File: src/rtl/rfsh_pkg.sv
package rfsh_pkg;

    localparam int CNT_W = 3;
    localparam logic [CNT_W-1:0] CNT_MAX = '1;

    typedef enum logic [1:0] {
        OP_NONE = 2'd0,
        OP_PREA = 2'd1,
        OP_REF  = 2'd2,
        OP_ZQCS = 2'd3
    } op_e;

    typedef enum logic [2:0] {
        SQ_IDLE,
        SQ_DRAIN,
        SQ_PREA,
        SQ_TRP,
        SQ_CMD,
        SQ_TWAIT
    } seq_e;

    typedef enum logic {
        HS_IDLE,
        HS_ACK
    } hs_e;

    // saturating up, floored down; simultaneous inc and dec cancel
    function automatic logic [CNT_W-1:0] pend_next(
        input logic [CNT_W-1:0] c,
        input logic inc,
        input logic dec
    );
        logic [CNT_W-1:0] r;
        r = c;
        if (inc && !dec && c != CNT_MAX)
            r = CNT_W'(c + 1'b1);
        else if (dec && !inc && c != '0)
            r = CNT_W'(c - 1'b1);
        return r;
    endfunction

endpackage

File: src/rtl/rfsh_req_sync.sv
module rfsh_req_sync
    import rfsh_pkg::*;
(
    input  logic clk,
    input  logic rst,
    input  logic req_async,
    input  logic enable,
    output logic ack,
    output logic inc
);

    logic meta;
    logic req_s;
    hs_e  st;

    always_ff @(posedge clk) begin
        if (rst) begin
            meta  <= 1'b0;
            req_s <= 1'b0;
        end else begin
            meta  <= req_async;
            req_s <= meta;
        end
    end

    always_ff @(posedge clk) begin
        if (rst) begin
            st <= HS_IDLE;
        end else begin
            case (st)
                HS_IDLE: if (req_s && enable) st <= HS_ACK;
                HS_ACK:  if (!req_s)          st <= HS_IDLE;
                default: st <= HS_IDLE;
            endcase
        end
    end

    assign ack = (st == HS_ACK);
    assign inc = (st == HS_IDLE) && req_s && enable;

    assert_ack_rise_R6: assert property (@(posedge clk) disable iff (rst)
        $rose(ack) |-> $past(req_s));
    assert_ack_fall_R6: assert property (@(posedge clk) disable iff (rst)
        $fell(ack) |-> !$past(req_s));
    assert_ack_gated_R7: assert property (@(posedge clk) disable iff (rst)
        $rose(ack) |-> $past(enable));

endmodule

File: src/rtl/rfsh_pend_ctr.sv
module rfsh_pend_ctr
    import rfsh_pkg::*;
#(
    parameter int POSTPONE_LIMIT = 6
)(
    input  logic             clk,
    input  logic             rst,
    input  logic             inc,
    input  logic             dec,
    output logic [CNT_W-1:0] cnt,
    output logic             nz,
    output logic             urgent
);

    localparam logic [CNT_W-1:0] LIM = CNT_W'(POSTPONE_LIMIT);

    always_ff @(posedge clk) begin
        if (rst) cnt <= '0;
        else     cnt <= pend_next(cnt, inc, dec);
    end

    assign nz     = (cnt != '0);
    assign urgent = (cnt >= LIM);

    assert_no_underflow_R5: assert property (@(posedge clk) disable iff (rst)
        dec |-> (cnt != '0));
    assert_single_step_R8: assert property (@(posedge clk) disable iff (rst)
        (cnt != $past(cnt)) |->
            (cnt == CNT_W'($past(cnt) + 1'b1) || cnt == CNT_W'($past(cnt) - 1'b1)));
    assert_saturate_R8: assert property (@(posedge clk) disable iff (rst)
        (cnt == CNT_MAX && inc && !dec) |=> (cnt == CNT_MAX));

endmodule

File: src/rtl/rfsh_interval_tmr.sv
module rfsh_interval_tmr #(
    parameter int PERIOD = 100
)(
    input  logic clk,
    input  logic rst,
    input  logic run,
    input  logic restart,
    output logic tick
);

    localparam int CW = (PERIOD > 1) ? $clog2(PERIOD) : 1;
    localparam logic [CW-1:0] LAST = CW'(PERIOD - 1);

    logic [CW-1:0] cnt;

    always_ff @(posedge clk) begin
        if (rst || restart)
            cnt <= '0;
        else if (run)
            cnt <= (cnt == LAST) ? '0 : CW'(cnt + 1'b1);
    end

    assign tick = run && !restart && (cnt == LAST);

endmodule

File: src/rtl/rfsh_seq.sv
module rfsh_seq
    import rfsh_pkg::*;
#(
    parameter int NUM_RANKS   = 4,
    parameter int RANK_W      = 2,
    parameter int TRP_CYCLES  = 8,
    parameter int TRFC_CYCLES = 200
)(
    input  logic                 clk,
    input  logic                 rst,
    input  logic                 run_en,
    input  logic [NUM_RANKS-1:0] urgent,
    input  logic [NUM_RANKS-1:0] pend_nz,
    input  logic [NUM_RANKS-1:0] rank_idle,
    input  logic                 zq_due,
    input  logic [RANK_W-1:0]    zq_rank,
    input  logic                 cmd_ready,
    output logic                 cmd_valid,
    output op_e                  cmd_op,
    output logic [RANK_W-1:0]    cmd_rank,
    output logic [NUM_RANKS-1:0] rank_block,
    output logic                 ref_acc,
    output logic                 zq_taken
);

    localparam int WAIT_MAX = (TRP_CYCLES > TRFC_CYCLES) ? TRP_CYCLES : TRFC_CYCLES;
    localparam int WAIT_W   = $clog2(WAIT_MAX + 1);

    typedef struct packed {
        logic [RANK_W-1:0] rank;
        logic              zq;
    } job_t;

    seq_e                 st;
    job_t                 job;
    job_t                 pick;
    logic                 go;
    logic                 prea_seen;
    logic [WAIT_W-1:0]    wcnt;
    logic                 urg_hit, opp_hit;
    logic [RANK_W-1:0]    urg_idx, opp_idx;
    logic [NUM_RANKS-1:0] opp;

    // selection: urgent first, then due ZQ on an idle rank, then idle pending
    always_comb begin
        opp     = pend_nz & rank_idle;
        urg_hit = 1'b0;
        urg_idx = '0;
        opp_hit = 1'b0;
        opp_idx = '0;
        for (int i = NUM_RANKS - 1; i >= 0; i--) begin
            if (urgent[i]) begin
                urg_hit = 1'b1;
                urg_idx = RANK_W'(i);
            end
            if (opp[i]) begin
                opp_hit = 1'b1;
                opp_idx = RANK_W'(i);
            end
        end
        go   = 1'b0;
        pick = '0;
        if (run_en) begin
            if (urg_hit) begin
                go        = 1'b1;
                pick.rank = urg_idx;
            end else if (zq_due && rank_idle[zq_rank]) begin
                go        = 1'b1;
                pick.rank = zq_rank;
                pick.zq   = 1'b1;
            end else if (opp_hit) begin
                go        = 1'b1;
                pick.rank = opp_idx;
            end
        end
    end

    always_ff @(posedge clk) begin
        if (rst) begin
            st        <= SQ_IDLE;
            job       <= '0;
            wcnt      <= '0;
            prea_seen <= 1'b0;
        end else begin
            case (st)
                SQ_IDLE: begin
                    prea_seen <= 1'b0;
                    if (go) begin
                        job <= pick;
                        st  <= SQ_DRAIN;
                    end
                end
                SQ_DRAIN: if (rank_idle[job.rank]) st <= SQ_PREA;
                SQ_PREA: if (cmd_ready) begin
                    prea_seen <= 1'b1;
                    wcnt      <= '0;
                    st        <= SQ_TRP;
                end
                SQ_TRP: begin
                    if (wcnt == WAIT_W'(TRP_CYCLES - 1)) st <= SQ_CMD;
                    else wcnt <= WAIT_W'(wcnt + 1'b1);
                end
                SQ_CMD: if (cmd_ready) begin
                    wcnt <= '0;
                    st   <= SQ_TWAIT;
                end
                SQ_TWAIT: begin
                    if (wcnt == WAIT_W'(TRFC_CYCLES - 1)) st <= SQ_IDLE;
                    else wcnt <= WAIT_W'(wcnt + 1'b1);
                end
                default: st <= SQ_IDLE;
            endcase
        end
    end

    always_comb begin
        cmd_valid  = (st == SQ_PREA) || (st == SQ_CMD);
        cmd_op     = OP_NONE;
        if (st == SQ_PREA)     cmd_op = OP_PREA;
        else if (st == SQ_CMD) cmd_op = job.zq ? OP_ZQCS : OP_REF;
        cmd_rank   = job.rank;
        rank_block = '0;
        if (st != SQ_IDLE) rank_block[job.rank] = 1'b1;
    end

    assign ref_acc  = (st == SQ_CMD) && cmd_ready && !job.zq;
    assign zq_taken = (st == SQ_CMD) && cmd_ready &&  job.zq;

    assert_ref_after_prea_R1: assert property (@(posedge clk) disable iff (rst)
        (cmd_valid && cmd_ready && cmd_op != OP_PREA) |-> prea_seen);
    assert_idle_before_prea_R1: assert property (@(posedge clk) disable iff (rst)
        ($rose(cmd_valid) && cmd_op == OP_PREA) |-> $past(rank_idle[cmd_rank]));
    assert_hold_cmd_R2: assert property (@(posedge clk) disable iff (rst)
        (cmd_valid && !cmd_ready) |=> (cmd_valid && $stable(cmd_op) && $stable(cmd_rank)));

endmodule

File: src/rtl/rfsh_sched.sv
module rfsh_sched
    import rfsh_pkg::*;
#(
    parameter int NUM_RANKS      = 4,
    parameter int USER_MODE      = 0,
    parameter int REFI_CYCLES    = 7800,
    parameter int POSTPONE_LIMIT = 6,
    parameter int TRP_CYCLES     = 8,
    parameter int TRFC_CYCLES    = 200,
    parameter int ZQ_CYCLES      = 100000,
    localparam int RANK_W        = (NUM_RANKS > 1) ? $clog2(NUM_RANKS) : 1
)(
    input  logic                 clk,
    input  logic                 rst,
    input  logic                 calib_done,
    output logic                 port_ready,
    input  logic [NUM_RANKS-1:0] usr_req,
    output logic [NUM_RANKS-1:0] usr_ack,
    input  logic                 zq_block,
    input  logic [NUM_RANKS-1:0] rank_idle,
    output logic [NUM_RANKS-1:0] rank_block,
    output logic                 cmd_valid,
    output logic [1:0]           cmd_op,
    output logic [RANK_W-1:0]    cmd_rank,
    input  logic                 cmd_ready
);

    logic                 calib_q;
    logic [NUM_RANKS-1:0] inc_v;
    logic [NUM_RANKS-1:0] dec_v;
    logic [NUM_RANKS-1:0] pend_nz;
    logic [NUM_RANKS-1:0] urgent;
    logic                 ref_acc;
    logic                 zq_taken;
    op_e                  seq_op;
    logic                 zq_run;
    logic                 zq_due;
    logic                 zq_arm;
    logic                 zq_tick;
    logic [RANK_W-1:0]    zq_rank;

    always_ff @(posedge clk) begin
        if (rst) calib_q <= 1'b0;
        else     calib_q <= calib_done;
    end

    assign port_ready = (USER_MODE != 0) && calib_q;

    generate
        if (USER_MODE != 0) begin : g_user
            for (genvar r = 0; r < NUM_RANKS; r++) begin : g_hs
                rfsh_req_sync u_hs (
                    .clk       (clk),
                    .rst       (rst),
                    .req_async (usr_req[r]),
                    .enable    (port_ready),
                    .ack       (usr_ack[r]),
                    .inc       (inc_v[r])
                );
            end
        end else begin : g_internal
            logic refi_tick;
            logic unused_req;
            assign unused_req = ^usr_req;
            rfsh_interval_tmr #(.PERIOD(REFI_CYCLES)) u_refi (
                .clk     (clk),
                .rst     (rst),
                .run     (1'b1),
                .restart (1'b0),
                .tick    (refi_tick)
            );
            assign inc_v   = {NUM_RANKS{refi_tick}};
            assign usr_ack = '0;

            always @(posedge clk) begin
                if (!rst) assert_ack_quiet_R7: assert (usr_ack == '0);
            end
        end
    endgenerate

    generate
        for (genvar r = 0; r < NUM_RANKS; r++) begin : g_pend
            logic [CNT_W-1:0] cnt;
            assign dec_v[r] = ref_acc && (cmd_rank == RANK_W'(r));
            rfsh_pend_ctr #(.POSTPONE_LIMIT(POSTPONE_LIMIT)) u_ctr (
                .clk    (clk),
                .rst    (rst),
                .inc    (inc_v[r]),
                .dec    (dec_v[r]),
                .cnt    (cnt),
                .nz     (pend_nz[r]),
                .urgent (urgent[r])
            );
        end
    endgenerate

    // ZQ timer: armed by a refresh only when no ZQ is running or waiting
    assign zq_arm = ref_acc && !zq_run && !zq_due;

    rfsh_interval_tmr #(.PERIOD(ZQ_CYCLES)) u_zq (
        .clk     (clk),
        .rst     (rst),
        .run     (zq_run),
        .restart (zq_arm),
        .tick    (zq_tick)
    );

    always_ff @(posedge clk) begin
        if (rst) begin
            zq_run  <= 1'b0;
            zq_due  <= 1'b0;
            zq_rank <= '0;
        end else begin
            if (zq_arm) begin
                zq_run  <= 1'b1;
                zq_rank <= cmd_rank;
            end else if (zq_tick) begin
                zq_run  <= 1'b0;
            end
            if (zq_tick && !zq_block)   zq_due <= 1'b1;
            else if (zq_taken || zq_block) zq_due <= 1'b0;
        end
    end

    rfsh_seq #(
        .NUM_RANKS   (NUM_RANKS),
        .RANK_W      (RANK_W),
        .TRP_CYCLES  (TRP_CYCLES),
        .TRFC_CYCLES (TRFC_CYCLES)
    ) u_seq (
        .clk        (clk),
        .rst        (rst),
        .run_en     (calib_q),
        .urgent     (urgent),
        .pend_nz    (pend_nz),
        .rank_idle  (rank_idle),
        .zq_due     (zq_due),
        .zq_rank    (zq_rank),
        .cmd_ready  (cmd_ready),
        .cmd_valid  (cmd_valid),
        .cmd_op     (seq_op),
        .cmd_rank   (cmd_rank),
        .rank_block (rank_block),
        .ref_acc    (ref_acc),
        .zq_taken   (zq_taken)
    );

    assign cmd_op = seq_op;

    assert_block_onehot_R1: assert property (@(posedge clk) disable iff (rst)
        $onehot0(rank_block));
    assert_zq_not_blocked_R9: assert property (@(posedge clk) disable iff (rst)
        zq_block |=> !zq_due);

endmodule

File: config.mk
export PLATFORM = sky130hd
export DESIGN_NAME = rfsh_sched
export DESIGN_NICKNAME = d
export VERILOG_FILES = /design/src/rtl/rfsh_pkg.sv /design/src/rtl/rfsh_req_sync.sv /design/src/rtl/rfsh_pend_ctr.sv /design/src/rtl/rfsh_interval_tmr.sv /design/src/rtl/rfsh_seq.sv /design/src/rtl/rfsh_sched.sv
export SDC_FILE = /design/constraint.sdc
export NUM_CORES = 1
export LEC_CHECK = 0
export BUFFER_PORTS_ARGS = -buffer_cell sky130_fd_sc_hd__clkbuf_2
export CAP_MARGIN = 20
export CORE_AREA = 2 2 78 88
export CTS_CLUSTER_SIZE = 25
export DETAILED_ROUTE_END_ITERATION = 6
export DIE_AREA = 0 0 80 90
export HOLD_SLACK_MARGIN = 0.03
export PLACE_DENSITY = 0.73
export SLEW_MARGIN = 20
export SYNTH_ARGS = -nofsm -noshare
export SYNTH_HDL_FRONTEND = slang
export SYNTH_SLANG_ARGS = --single-unit
File: constraint.sdc
create_clock -name clk -period 2.92 [get_ports clk]
set_input_delay 0.292 -clock clk [delete_from_list [all_inputs] [get_ports clk]]
set_output_delay 0.292 -clock clk [all_outputs]
set_load 0.05 [all_outputs]
==> impl_metrics.yaml <==
detailed_routing:
  wl_met1_mm: 3.057
  routedWlPerCell_um: 13.01
  ant_nets: 0
  dr.pass1.iters: 4
  drtIter0Drc: 146
  met2WireLength_mm: 3.146
  topRoutingLayerUsed: "met4"
  met3_length_um: 242
  viasPerCell: 5.556
  drc: 0
  vias: 2806
  routed_wl_mm: 6.569
logic_synthesis:
  synth_compound_area_share_pct: 11.09
  post-synth-top-count-cell: "dfxtp_1"
  ys_ff_latch: 61
  synthTopCellsByCount: "dfxtp_1, nor2_1, nand2_1"
  yosys.area_share.xor_xnor_pct: 7.738
  synthMuxAreaShare_pct: 5.564
  synth_fa_ha_area_share_pct: 3.464
  synthFlopType: "dfxtp_1"
  ys_warn_count: 0
  async_flop_share_pct: 0
  synthCells: 401
  yosysSeqAreaShare_pct: 35.96
  syn_area_sq_um: 3396
  synth_top_family_by_area: "simple AND/OR/NAND/NOR gates"
  avgSynthCellArea_sq_um: 8.468
  yosysTopAreaCell: "dfxtp_1"
  synth_cell_types: 60
  yosysTopAreaCellShare_pct: 35.96
  synth-simple-area-share_pct: 31.39
  synth_edf_count: 0
  ys_top_cells_by_area: "dfxtp_1, nor2_1, xnor2_1"
critical_path:
  worstPathMaxFanout: 6
  worstPathCellList: "or4b_4, nor4_4, buf_4, and3_2, inv_1, fa_1, mux2i_1, mux2_1"
  critical_path_class: "flip-flop to flip-flop"
  cp-end-kind: "flip-flop"
  critPathArrivalTime_ps: 2970
  required_ps: 3150
  cp_slowest_cell: "or4b_4"
  start_kind: "flip-flop"
  cpPeakStageDelay_ps: 560
final_layout:
  nFillCells: 583
  fin_nets: 438
  multi_input_area_sq_um: 2032
  area_growth_pct: 10.65
  num_antenna_cells: 0
  fin_area_sq_um: 3757
  drive_gt1_share_pct: 13.48
  regArea_sq_um: 1221
sta:
  slew_headroom_pct: 53.05
  fin_tns_setup_ps: 0
  rsz0062_at_grt: "false"
  setup_violations: 0
  min_period_over_period_pct: 93.81
  worst_slew_pin_slew_ps: 704.3
  finalHoldViolations: 0
  drv_slew: 0
  fin_hold_ws_ps: 126.7
  clock_skew_ps: 8.472
  fmax_mhz: 365.1
  fin_crit_ps: 2739
global_route:
  grt-ovfl-total: 0
  antenna_found_initial: 0
  grt_max_degree: 39
  grt_pass1_vias: 2672
  grt_pass1_wl_mm: 11.85
  grt_use_total_pct: 20.42
clock_tree:
  clock_path_buffers: 2
  cts_max_level: 3
  cts.sinks: 61
  cts_buffers: 9
  clock_latency_ps: 350
  clk_pin_slew_worst_paths_ps: 70
  clockRootBuffer: "clkbuf_8"
  cts_tree: "yes"
floorplanning:
  die_w_um: 80
  rows: 31
  die_area_sq_um: 7200
  ioPinCount: 27
  dieHeight_um: 90
  core_sq_um: 6361
  start_util_pct: 53.38
power:
  ir_worst_vdd_uv: 524.0
  p_leak_nw: 1.346
  power_density_nw_per_um2: 463.7
outcome:
  outcome: "complete, no violations"
place:
  dpl_cell_area_sq_um: 3526
  gp_congestion: 0.9126
  dp_hpwl_mm: 4.715
  port_buffers: 17
min_path:
  min_path_type: "primary input to flip-flop"
flow_run:
  cap_violations: 0
## stage by stage
stage	instances	total power, mW	setup slack (ps)	util (%)
after floorplan	405	0.9058	225.7	-
after global placement	488	0.9142	258.2	55.43
after detailed placement	488	0.9154	208.7	55.43
after CTS	504	1.761	204.2	58.93
after global routing	505	1.808	9.650	59.07
final	505	1.742	180.7	59.07
## state kept, by name (all words and copies together) (netlist names)
register and count:
zq_due 1, calib_q 1, u_seq.wcnt 8, zq_run 1, u_seq.job 1, u_zq.cnt 17
u_seq.st 3, u_seq.cmd_rank 2, g_pend.u_ctr.cnt 12, g_internal.u_refi.cnt 13, zq_rank 2
## kinds of logic (layout without fill, tap and decap cells)
family | Yosys count | count (layout)
multiplexers | 17 | 17
buffers and inverters | 34 | 52
AND/OR/NAND/NOR | 195 | 195
adder cells (fa/ha/maj) | 7 | 7
flip-flops | 61 | 61
other | 1 | 5
XOR/XNOR | 30 | 30
AO/OA/AOI/OAI | 56 | 56
## worst max-delay path: cells and delay by family, from the launching register on
family	cells	cell delay, ps
adder cells (fa/ha/maj)	1	380
buffers and inverters	2	260
flip-flops	1	340
multiplexers	2	530
AND/OR/NAND/NOR	3	1120
## per-layer routing
layer | GRT usage [%] | up-vias
li1 | - | 1442
met1 | 26.16 | 1309
met2 | 32.15 | 44
met3 | 5.522 | 11
met4 | 8.475 | 0
met5 | 0 | -
## what timing repair did
action | in CTS | in global routing
resized for setup | 0 | 1
buffers inserted | 0 | 1
endpoints found under the hold margin | 0 | 0
endpoints found under the setup margin | 0 | 1
hold buffers | 0 | 0
## layout make-up
type                       count  share of cell area, %
sequential                    61                  32.50
clock inverter                 7                  2.631
multi-input combinational    310                  54.08
inverter                      13                  1.299
timing repair buffer          23                  3.463
clock buffer                   9                  3.297
tap                           82                  2.731
## layout by cell type (no fill, tap or decap), drive strengths merged, types with 2 or more instances in the layout
master	synthesis	final
nand3b	6	6
mux2	5	5
nand4	9	9
and2	3	3
nand2b	12	12
a211oi	2	2
ha	3	3
o31ai	8	8
mux2i	11	11
o21ai	11	11
conb	1	5
xor2	11	11
bufinv	0	2
dfxtp	61	61
nor3	22	22
fa	4	4
or3b	4	4
nand2	25	25
o22ai	2	2
nor2b	7	7
a21oi	18	18
clkinv	0	3
or4b	3	3
inv	13	14
buf	9	6
or3	4	4
o21a	3	3
or4	5	5
clkbuf	12	26
nor2	53	53
xnor2	19	19
or2	4	4
nor3b	3	3
nand3	16	16
nor4	7	7
and3	7	7
## power by group
group          leakage (nW)  switching (mW)  internal (mW)
Sequential            0.492         0.00301          0.836
Combinational         0.745          0.0420         0.0157
Clock                 0.110           0.362          0.484
## path summary, 6_finish.rpt
path | from | endpoint | slack [ps] | cells past startpoint
worst min register to register | g_internal.u_refi.cnt[0] | g_internal.u_refi.cnt[0] | 450 | 1
worst max register to register | g_internal.u_refi.cnt[8] | g_pend[1].u_ctr.cnt[2] | 180 | 8
worst min-delay path | zq_block | zq_due | 130 | 2
worst max-delay path | g_internal.u_refi.cnt[8] | g_pend[1].u_ctr.cnt[2] | 180 | 8
No activity file was read; power rests on OpenSTA's default activity.
